`src/rtl/bec_pkg.sv`:
```
package bec_pkg;

  // Number of sampling stages; the comparison uses exactly two.
  localparam int unsigned SMP_STAGES = 2;

  // Two-stage sample pair, newest first.
  typedef struct packed {
    logic newer;
    logic older;
  } smp_pair_t;

endpackage

```
`src/rtl/bec_reset_sync.sv`:
```
module bec_reset_sync #(
  parameter int unsigned SYNC_LEN = 2
) (
  input  logic clk_i,
  input  logic rst_ni,
  output logic rst_sync_no
);

  logic [SYNC_LEN-1:0] chain_q;
  logic [SYNC_LEN-1:0] chain_d;

  always_comb begin
    chain_d = {chain_q[SYNC_LEN-2:0], 1'b1};
  end

  always_ff @(posedge clk_i or negedge rst_ni) begin
    if (!rst_ni) chain_q <= '0;
    else         chain_q <= chain_d;
  end

  assign rst_sync_no = chain_q[SYNC_LEN-1];

endmodule

```
`src/rtl/bec_prescaler.sv`:
```
module bec_prescaler #(
  parameter int unsigned PRESCALE_EXP = 0
) (
  input  logic clk_i,
  input  logic rst_ni,
  input  logic en_i,
  output logic tick_o
);

  generate
    if (PRESCALE_EXP == 0) begin : g_direct
      assign tick_o = en_i;
    end else begin : g_divide
      logic [PRESCALE_EXP-1:0] phase_q;
      logic [PRESCALE_EXP-1:0] phase_d;

      always_comb begin
        phase_d = phase_q;
        if (en_i) phase_d = phase_q + 1'b1;
      end

      always_ff @(posedge clk_i or negedge rst_ni) begin
        if (!rst_ni) phase_q <= '0;
        else         phase_q <= phase_d;
      end

      assign tick_o = en_i & (&phase_q);
    end
  endgenerate

endmodule

```
`src/rtl/bec_sampler.sv`:
```
module bec_sampler
  import bec_pkg::*;
(
  input  logic      clk_i,
  input  logic      rst_ni,
  input  logic      tick_i,
  input  logic      din_i,
  output smp_pair_t pair_o
);

  smp_pair_t pair_q;
  smp_pair_t pair_d;

  always_comb begin
    pair_d = pair_q;
    if (tick_i) begin
      pair_d.newer = din_i;
      pair_d.older = pair_q.newer;
    end
  end

  always_ff @(posedge clk_i or negedge rst_ni) begin
    if (!rst_ni) pair_q <= '0;
    else         pair_q <= pair_d;
  end

  assign pair_o = pair_q;

  // stages frozen between sampling instants
  a_r6_stage_hold: assert property (@(posedge clk_i) disable iff (!rst_ni)
    !tick_i |=> $stable(pair_q));

endmodule

```
`src/rtl/bec_counter.sv`:
```
module bec_counter #(
  parameter int unsigned CNT_W = 8
) (
  input  logic             clk_i,
  input  logic             rst_ni,
  input  logic             inc_i,
  output logic [CNT_W-1:0] cnt_o
);

  logic [CNT_W-1:0] cnt_q;
  logic [CNT_W-1:0] cnt_d;

  always_comb begin
    cnt_d = cnt_q;
    if (inc_i) cnt_d = cnt_q + 1'b1;
  end

  always_ff @(posedge clk_i or negedge rst_ni) begin
    if (!rst_ni) cnt_q <= '0;
    else         cnt_q <= cnt_d;
  end

  assign cnt_o = cnt_q;

  // the count holds or steps by exactly one, modulo 2^CNT_W
  a_r4_step_by_one: assert property (@(posedge clk_i) disable iff (!rst_ni)
    1'b1 |=> ((cnt_q == $past(cnt_q)) || (cnt_q == $past(cnt_q) + 1'b1)));

endmodule

```
`src/rtl/bounce_edge_counter.sv`:
```
module bounce_edge_counter
  import bec_pkg::*;
#(
  parameter int unsigned PRESCALE_EXP = 0,
  parameter int unsigned CNT_W        = 8
) (
  input  logic             clk_i,
  input  logic             rst_ni,
  input  logic             sw_raw_i,
  input  logic             smp_en_i,
  output logic [CNT_W-1:0] led_o
);

  logic      rst_n_sync;
  logic      smp_tick;
  smp_pair_t pair;
  logic      differ;
  logic      count_inc;

  bec_reset_sync #(.SYNC_LEN(2)) u_rst (
    .clk_i       (clk_i),
    .rst_ni      (rst_ni),
    .rst_sync_no (rst_n_sync)
  );

  bec_prescaler #(.PRESCALE_EXP(PRESCALE_EXP)) u_pre (
    .clk_i  (clk_i),
    .rst_ni (rst_n_sync),
    .en_i   (smp_en_i),
    .tick_o (smp_tick)
  );

  bec_sampler u_smp (
    .clk_i  (clk_i),
    .rst_ni (rst_n_sync),
    .tick_i (smp_tick),
    .din_i  (sw_raw_i),
    .pair_o (pair)
  );

  assign differ    = pair.newer ^ pair.older;
  assign count_inc = smp_tick & differ;

  bec_counter #(.CNT_W(CNT_W)) u_cnt (
    .clk_i  (clk_i),
    .rst_ni (rst_n_sync),
    .inc_i  (count_inc),
    .cnt_o  (led_o)
  );

  // no sampling instant without the enable strobe
  a_r2_tick_needs_en: assert property (@(posedge clk_i) disable iff (!rst_n_sync)
    smp_tick |-> smp_en_i);

  // equal stages at a sampling instant leave the count alone
  a_r5_equal_no_count: assert property (@(posedge clk_i) disable iff (!rst_n_sync)
    (smp_tick && (pair.newer == pair.older)) |=> $stable(led_o));

  // the count holds between sampling instants
  a_r6_count_hold: assert property (@(posedge clk_i) disable iff (!rst_n_sync)
    !smp_tick |=> $stable(led_o));

  // internal reset keeps the count cleared
  a_r1_reset_clear: assert property (@(posedge clk_i)
    !rst_n_sync |-> (led_o == '0));

endmodule

```
`config.mk`:
```
export PLATFORM = sky130hd
export DESIGN_NAME = bounce_edge_counter
export DESIGN_NICKNAME = d
export VERILOG_FILES = /design/src/rtl/bec_pkg.sv /design/src/rtl/bec_reset_sync.sv /design/src/rtl/bec_prescaler.sv /design/src/rtl/bec_sampler.sv /design/src/rtl/bec_counter.sv /design/src/rtl/bounce_edge_counter.sv
export SDC_FILE = /design/constraint.sdc
export NUM_CORES = 1
export LEC_CHECK = 0
export BUFFER_PORTS_ARGS = -buffer_cell sky130_fd_sc_hd__buf_4
export CORE_AREA = 2 2 39 41
export DETAILED_ROUTE_END_ITERATION = 12
export DIE_AREA = 0 0 41 43
export PLACE_DENSITY = 0.69
export SYNTH_ARGS = -nofsm -noshare
export SYNTH_HDL_FRONTEND = slang
export SYNTH_HIERARCHICAL = 1
export SYNTH_SLANG_ARGS = --single-unit
```
`constraint.sdc`:
```
create_clock -name clk_i -period 0.8 [get_ports clk_i]
set_input_delay 0.08 -clock clk_i [delete_from_list [all_inputs] [get_ports clk_i]]
set_output_delay 0.08 -clock clk_i [all_outputs]
set_load 0.02 [all_outputs]
```
## After elaboration in Yosys (flattened, before gate mapping)

Index checks and enable logic that the tools add are counted.

| word-level totals | value |
|---|---|
| flip-flop bits (word level) | 12 |
| output and inout port bits | 8 |
| logic and storage cells | 7 |

| cells by class | value |
|---|---|
| add/sub/neg operators | 1 |
| bitwise logic cells | 2 |

Operators by type and width:

| operator | count |
|---|---|
| 8-bit by 1-bit adder with 8-bit output, second input constant | 1 |
| 1-bit AND | 1 |
| 1-bit XOR | 1 |

## Logic depth before layout (Yosys ltp)

Gate-level depths: netlist of the first run.

| depth | value |
|---|---|
| word-level depth | 2 |
| gate-level depth with buffers | 5 |
| mapped depth without buffers | 5 |

## By module

The synthesis of the first run kept the hierarchy.

Modules (own cells, without submodules):

| module | instances | cells an instance | area an instance (um2) | sequential area each (um2) |
|---|---|---|---|---|
| bec_counter | 1 | 26 | 337.8 | 200.2 |
| bec_sampler | 1 | 4 | 72.6 | 50.0 |
| bec_reset_sync | 1 | 3 | 53.8 | 50.0 |
| bounce_edge_counter | 1 | 2 | 15.0 | 0.0 |
| bec_prescaler | 1 | 1 | 7.5 | 0.0 |

## Worst setup path before layout of the first run

OpenSTA, ideal clock, no wires.

| timing path | value |
|---|---|
| path kind | register -> register |
| start point | register u_smp.pair_q, in the netlist u_smp/pair_o[0] |
| end point | register u_cnt.cnt_q[5], in the netlist u_cnt/cnt_o[5] |
| setup time | 0.080 ns |
| arrival | 1.125 ns |
| slack | -0.404 ns |
| stages on the path, launching flop included | 6 |
| buffers on the path | 0 |
| path through | dfrtp_1 -> xor2_1 -> and2_1 -> nand4_2 -> nor2_2 -> xor2_1 |

| on the way | value |
|---|---|
| word-level cells in the longest chain between the ends | 2 |

RTL lines:

| item | line | RTL |
|---|---|---|
| start: declaration | bec_sampler.sv:11 | `smp_pair_t pair_q;` |
| start signal: assignment | bec_sampler.sv:24 | `else pair_q <= pair_d;` |
| 1-bit XOR | bounce_edge_counter.sv:41 | `assign differ = pair.newer ^ pair.older;` |
| 1-bit AND | bounce_edge_counter.sv:42 | `assign count_inc = smp_tick & differ;` |
| via count_inc | bounce_edge_counter.sv:18 | `logic count_inc;` |
| end signal: assignment | bec_counter.sv:20 | `else cnt_q <= cnt_d;` |
| end: declaration | bec_counter.sv:10 | `logic [CNT_W-1:0] cnt_q;` |

The timed path passes the listed nets, and every way through them passes these cells.
A chain may end at the register's enable or synchronous reset.

## Worst setup path after layout of the first run

| timing path | value |
|---|---|
| start point | register u_smp.pair_q, in the netlist u_smp/pair_o[0] |
| end point | register u_cnt.cnt_q[1], in the netlist u_cnt/cnt_o[1] |

Same word-level chain as after synthesis.

==> results.md, run 1 <==
* Total GRT Usage at between 10% and 20%
* Congestion Overflow GR at 0
* Endpoint type of the worst setup path: flop
* First-pass GRT wire length at 1.56 mm
* Synth area leaders: dfrtp_1 (62%), xor2_1 (9.0%), mux2_2 (6.9%), xnor2_1 (5.4%), nand4_1 (3.9%)
* Total of max-cap violations at 0
* Pin count of the biggest net entering global routing at 11
* Sequential share of the synthesized area at roughly three fifths
* Iter 0 DRT Violations at 1
* Clock power share at between 10% and 20%
* Layout cells sized above 1 at 61.2%
* Net Count, Synth at 41
* Synthesized area at roughly 490 sq um
* H-tree depth at 1
* ANT cells at 0
* Multi-input gate area at around 200 sq um
* CP arrival at approximately 1400 ps
* P_int at 1.70 mW
* RSZ-0062 raised after global routing: true
* DPL Wire Length at 673 um
* F_max at about 840 MHz
* Worst path slowest cell: dfrtp_1
* Clk pin slew, worst setup/hold paths at ~80 ps
* Longest Clk Path Bufs at 2
* Endpoints failing hold at 0
* Post-Synthesis Cells at 36
* CTS tree: built
* Worst skew pair latency at 270 ps
* Hold Path Class: input port to flop
* Synth unique cells at 13
* Status: complete, but fails checks
* Core Rows at 14
* Logic pwr share at approximately 50%
* Fill cells at approximately 120
* Sequential power share at roughly 37%
* Most frequent cells in the layout: buf_4 (14), buf_6 (13), dfrtp_1 (9)
* Yosys warns at 6
* Port Buffers at 11
* Starting Density at 35.2%
* Syn avg cell area at between 10 and 15 sq um
* Reg-to-reg setup timing slack at -390 ps
* Remaining antenna violation count at 0
* Failing checks: setup timing
* Final Setup Violations at 18
* PwrDens at 3180 nW/um^2
* P_sw at roughly 880 uW
* Delay-heaviest family, CP: flip-flops
* Setup Skew at 7.92 ps
* Routability congestion estimate at 0.648
* Post-synth top area cell: dfrtp_1
* Critical path buffer and inverter count at 0
* Die W at 41 um
* Worst stage delay on the critical path at a little under 400 ps
* Tmin final at between 1000 and 1500 ps
* Die H at between 40 and 50 um
* Layout overhead on the synthesized area at 66.8%
* Final worst setup slack at -388 ps
* Total power at around 2.6 mW
* Max Slew Vio Count at 0
* Number of global-route vias before repair at 409
* Pleak at 0.396 nW
* # clock sinks at 12
* Vias/cell at approximately 4.4
* Routed WL at ~960 um
* VDD IR-drop max at roughly 0.0014 V
* Final nets at 73
* DRC at 0
* Startpoint type of the worst setup path: flop
* Pre-Repair DR Iteration Count at 6
* Initial antenna violation count at 0
* Switching share of power at about 34%
* Most common cell after layout, fill and taps aside: buf_4
* Pre-CTS setup slack at -396 ps
* Worst setup path category: flop to flop
* CTS Buf Count at 3
* Routed vias at 367
* Register bit total from synthesis at 12
* Core area at approximately 1400 sq um
* Register area at roughly 300 sq um
* Synth top area share at between 60% and 70%
* CP Max Fanout at 6
* Final period util at 149%
* IO Count at 12
* CTS Root Cell: clkbuf_4
* DIE AREA at approximately 1800 sq um
* Crit path cell chain: xor2_1 > and2_4 > mux2_2
* Avg WL per Cell at about 12 um
* Required @ worst endpoint at about 960 ps
-- metrics by stage --
| stage | TNS (ps) | instances | cell area [sq um] | hold slack [ps] | utilization (%) |
|---|---|---|---|---|---|
| floorplan | -2130 | 36 | 492 | -216 | - |
| global placement | -2570 | 71 | 654 | -138 | 47.3 |
| detailed placement | -2900 | 71 | 654 | -137 | 47.3 |
| CTS | -4540 | 83 | 802 | 35.4 | 58.0 |
| global route | -5390 | 83 | 812 | 46.3 | 58.7 |
| finish | -4280 | 83 | 812 | 46.1 | 58.7 |
-- area by class of cell --
class                   instances  share of cell area, %
flip-flops and latches         12                   37.4
repair buffers                 28                   32.2
multi-input cells              23                   24.7
clock buffers                   4                   3.24
well taps                      16                   2.47
-- worst register-to-register path: cells and delay by family, from the launching register on --
kind / cells / cell delay [ps]
xor+xnor: 1 / 160
flops: 1 / 390
mux: 1 / 340
simple gates: 1 / 200
-- state kept, by name, summed over array words and instances (netlist names) --
register	cells
u_cnt/cnt_o	8
u_smp/pair_o	2
u_rst/chain_q	2
-- cells by family after synthesis --
group	Yosys count	synth area share, %
and+or+nand+nor	10	12.1
xor gates and xnor gates	8	14.4
muxes	3	6.94
adders and majority gates	1	2.57
other	1	0.770
buffers and inverters	1	1.54
DFF	12	61.7
-- per-layer routing --
layer	track usage [%]	share of wire, %	vias to the layer above
met4	10.0	0.83	0
met5	0	0	-
met1	13.9	38	177
met2	22.5	57	9
li1	-	-	179
met3	3.14	3.8	2
-- cells in the mapped netlist --
cell type,instances
dfrtp_1,12
nor2_1,2
and2_1,1
mux2_2,3
nand2_1,2
nand4_1,3
conb_1,1
xor2_1,5
ha_1,1
buf_4,1
nand4_2,1
nor2_2,1
xnor2_1,3
-- timing repair --
| action | CTS | global route |
|---|---|---|
| gates cloned | 0 | 0 |
| setup endpoints to repair | 18 | 18 |
| resized for setup | 15 | 2 |
| hold endpoints to repair | 2 | 0 |
| hold buffers | 1 | 0 |
| buffers inserted | 7 | 0 |
| pin swaps | 10 | 4 |
-- final timing paths --
path,cells past startpoint,to,startpoint
max in group asynchronous,0,u_cnt/cnt_o[2],u_rst/chain_q[1]
hold reg to reg,0,u_cnt/cnt_o[0],u_rst/chain_q[1]
hold / removal,2,u_smp/pair_o[1],sw_raw_i
setup / recovery,3,u_cnt/cnt_o[1],u_smp/pair_o[0]
setup reg to reg,3,u_cnt/cnt_o[1],u_smp/pair_o[0]
min in group asynchronous,2,u_rst/chain_q[0],rst_ni
-- power groups by stage --
stage                     Combinational (mW)  Sequential, mW  Clock (mW)
final                                   1.26           0.946       0.383
after global routing                    1.36           0.962       0.431
after CTS                               1.24           0.944       0.408
after detailed placement               0.922           0.944           0
after global placement                 0.899           0.932           0
after floorplan                        0.233            1.14           0
(Power assumes the default switching activity.)
==> run 2: changes to the inputs <==
--- a/config.mk
+++ b/config.mk
@@ -5,10 +5,11 @@
 export SDC_FILE = /design/constraint.sdc
 export NUM_CORES = 1
 export LEC_CHECK = 0
+export ABC_AREA = 0
 export BUFFER_PORTS_ARGS = -buffer_cell sky130_fd_sc_hd__buf_4
-export CORE_AREA = 2 2 39 41
+export CORE_AREA = 10 10 47 49
 export DETAILED_ROUTE_END_ITERATION = 12
-export DIE_AREA = 0 0 41 43
+export DIE_AREA = 0 0 57 59
 export PLACE_DENSITY = 0.69
 export SYNTH_ARGS = -nofsm -noshare
 export SYNTH_HDL_FRONTEND = slang
==> run 2 against run 1 <==
Compared with the run above:
- the flow still finishes with violations (setup timing)
- register-to-register slack about the same
- largest power group unchanged
- largest cell class unchanged
- core utilization grew 1.1 points
- total power rose by 5.0%
- global-route usage fell by 6.3 points
==> results.md, run 2 (synthesis results as in run 1) <==
* CP arrival at ~1300 ps
* Most common cell after layout, fill and taps aside: buf_4
* # clock sinks at 12
* Starting Density at about a third
* GR Util met3 at 6.65%
* Utilization after layout at between 50% and 60%
* Total of max-cap violations at 0
* Worst setup path category: flop to flop
* Core area at around 1400 sq um
* Layout cells sized above 1 at a little over three fifths
* Die W at between 50 and 60 um
* Number of global-route vias before repair at 451
* DRC at 0
* Startpoint type of the worst setup path: flop
* Post-route cell area at around 840 sq um
* Routed WL at around 1.1 mm
* Die H at 59 um
* Largest register FFs at 8
* PwrDens at 3240 nW/um^2
* First-pass GRT wire length at around 1.9 mm
* Worst stage delay on the critical path at 380 ps
* RSZ-0062 raised after global routing: true
* Failing checks: setup timing
* Delay-heaviest family, CP: flip-flops
* Max Slew Vio Count at 0
* Most frequent cells in the layout: buf_4 (16), buf_6 (14), dfrtp_1 (9)
* GR Util met2 at between 10% and 20%
* ANT cells at 0
* Layout overhead on the synthesized area at 72.2%
* Area after DPL at around 650 sq um
* Congestion Overflow GR at 0
* VDD IR-drop max at 0.00159 V
* Routability congestion estimate at 0.697
* Port Buffers at 11
* Met1 usage in global routing at 5.80%
* Setup Skew at 1.13 ps
* Pin count of the biggest net entering global routing at 11
* Global route hottest layer: met2
* Total GRT Usage at between 7 and 8%
* Crit path cell chain: xor2_1 > and2_4 > mux2_2
* Final nets at 76
* Vias/cell at 4.66
* Pre-Repair DR Iteration Count at 4
* CP Max Fanout at 6
* Total power at about 2.7 mW
* Reg-to-reg setup timing slack at -390 ps
* Pre-CTS setup slack at -380 ps
* CTS Root Cell: clkbuf_4
* Final period util at 148%
* Worst path slowest cell: dfrtp_1
* Clk pin slew, worst setup/hold paths at around 70 ps
* Core Rows at 14
* Iter 0 DRT Violations at 3
* Remaining antenna violation count at 0
* Initial antenna violation count at 0
* Required @ worst endpoint at ~950 ps
* Hold Path Class: input port to flop
* Fill cells at 134
* Pleak at 0.412 nW
* Final Setup Violations at 18
* Endpoints failing hold at 0
* DPL Wire Length at between 700 and 800 um
* Status: complete, but fails checks
* H-tree depth at 1
* Endpoint type of the worst setup path: flop
* Critical path buffer and inverter count at 0
* CTS tree: built
* Longest Clk Path Bufs at 2
* IO Count at 12
* Avg WL per Cell at around 12 um
* Tmin final at between 1000 and 1500 ps
* Setup TNS at -4720 ps
* F_max at between 800 and 900 MHz
* Final worst setup slack at -386 ps
* CTS Buf Count at 3
* DIE AREA at ~3400 sq um
* Worst skew pair latency at 260 ps
* Routed vias at about 400
[run 2: cell types whose count changed in the layout (fill, tap and decap cells not counted)]
cell	change
buf_6	+1
buf_4	+2
[run 2: repair_timing]
action	in CTS	in global routing
resized for setup	17	1
pin swaps	5	8
buffers inserted	9	1
hold buffers	1	0
hold endpoints to repair	2	0
setup endpoints to repair	18	18
[run 2: metrics by stage]
stage          std cells  hold WS (ps)
2_1_floorplan         36          -216
3_3_place_gp          71          -138
3_5_place_dp          71          -137
4_1_cts               85          32.2
5_1_grt               86          31.1
6_report              86          41.7
[run 2: area by class of cell]
cell class	count	area, sq um	share of cell area [%]
clock buffer	4	26.3	3.13
multi-input combinational	23	200	23.9
tap	16	20.0	2.39
sequential	12	304	36.3
timing repair buffer	31	288	34.3
[run 2: path summary, 6_finish.rpt]
| kind | startpoint | end | cells past startpoint |
|---|---|---|---|
| max in group asynchronous | u_rst/chain_q[1] | u_cnt/cnt_o[2] | 0 |
| worst max-delay path | u_smp/pair_o[0] | u_cnt/cnt_o[1] | 3 |
| worst max register to register | u_smp/pair_o[0] | u_cnt/cnt_o[1] | 3 |
| worst min-delay path | sw_raw_i | u_smp/pair_o[1] | 2 |
| min in group asynchronous | rst_ni | u_rst/chain_q[0] | 2 |
| worst min register to register | u_rst/chain_q[1] | u_smp/pair_o[0] | 0 |
[run 2: report_power, final]
| part | switching, mW | leakage (nW) | internal [mW] | total, mW |
|---|---|---|---|---|
| Combinational | 0.593 | 0.251 | 0.819 | 1.41 |
| Sequential | 0.149 | 0.146 | 0.779 | 0.928 |
| Clock | 0.182 | 0.0150 | 0.193 | 0.375 |
| Total | 0.925 | 0.412 | 1.79 | 2.71 |
[run 2: worst register-to-register path, cell delays in order, from the launching register on]
cell     delay (ps)
dfrtp_1         380
xor2_1          160
and2_4          200
mux2_2          330
[run 2: routing by layer]
metal / vias to the layer above / routed length (um)
met5: - / 0
met4: 0 / 6
met3: 2 / 143
met2: 13 / 588
met1: 200 / 331
li1: 186 / -
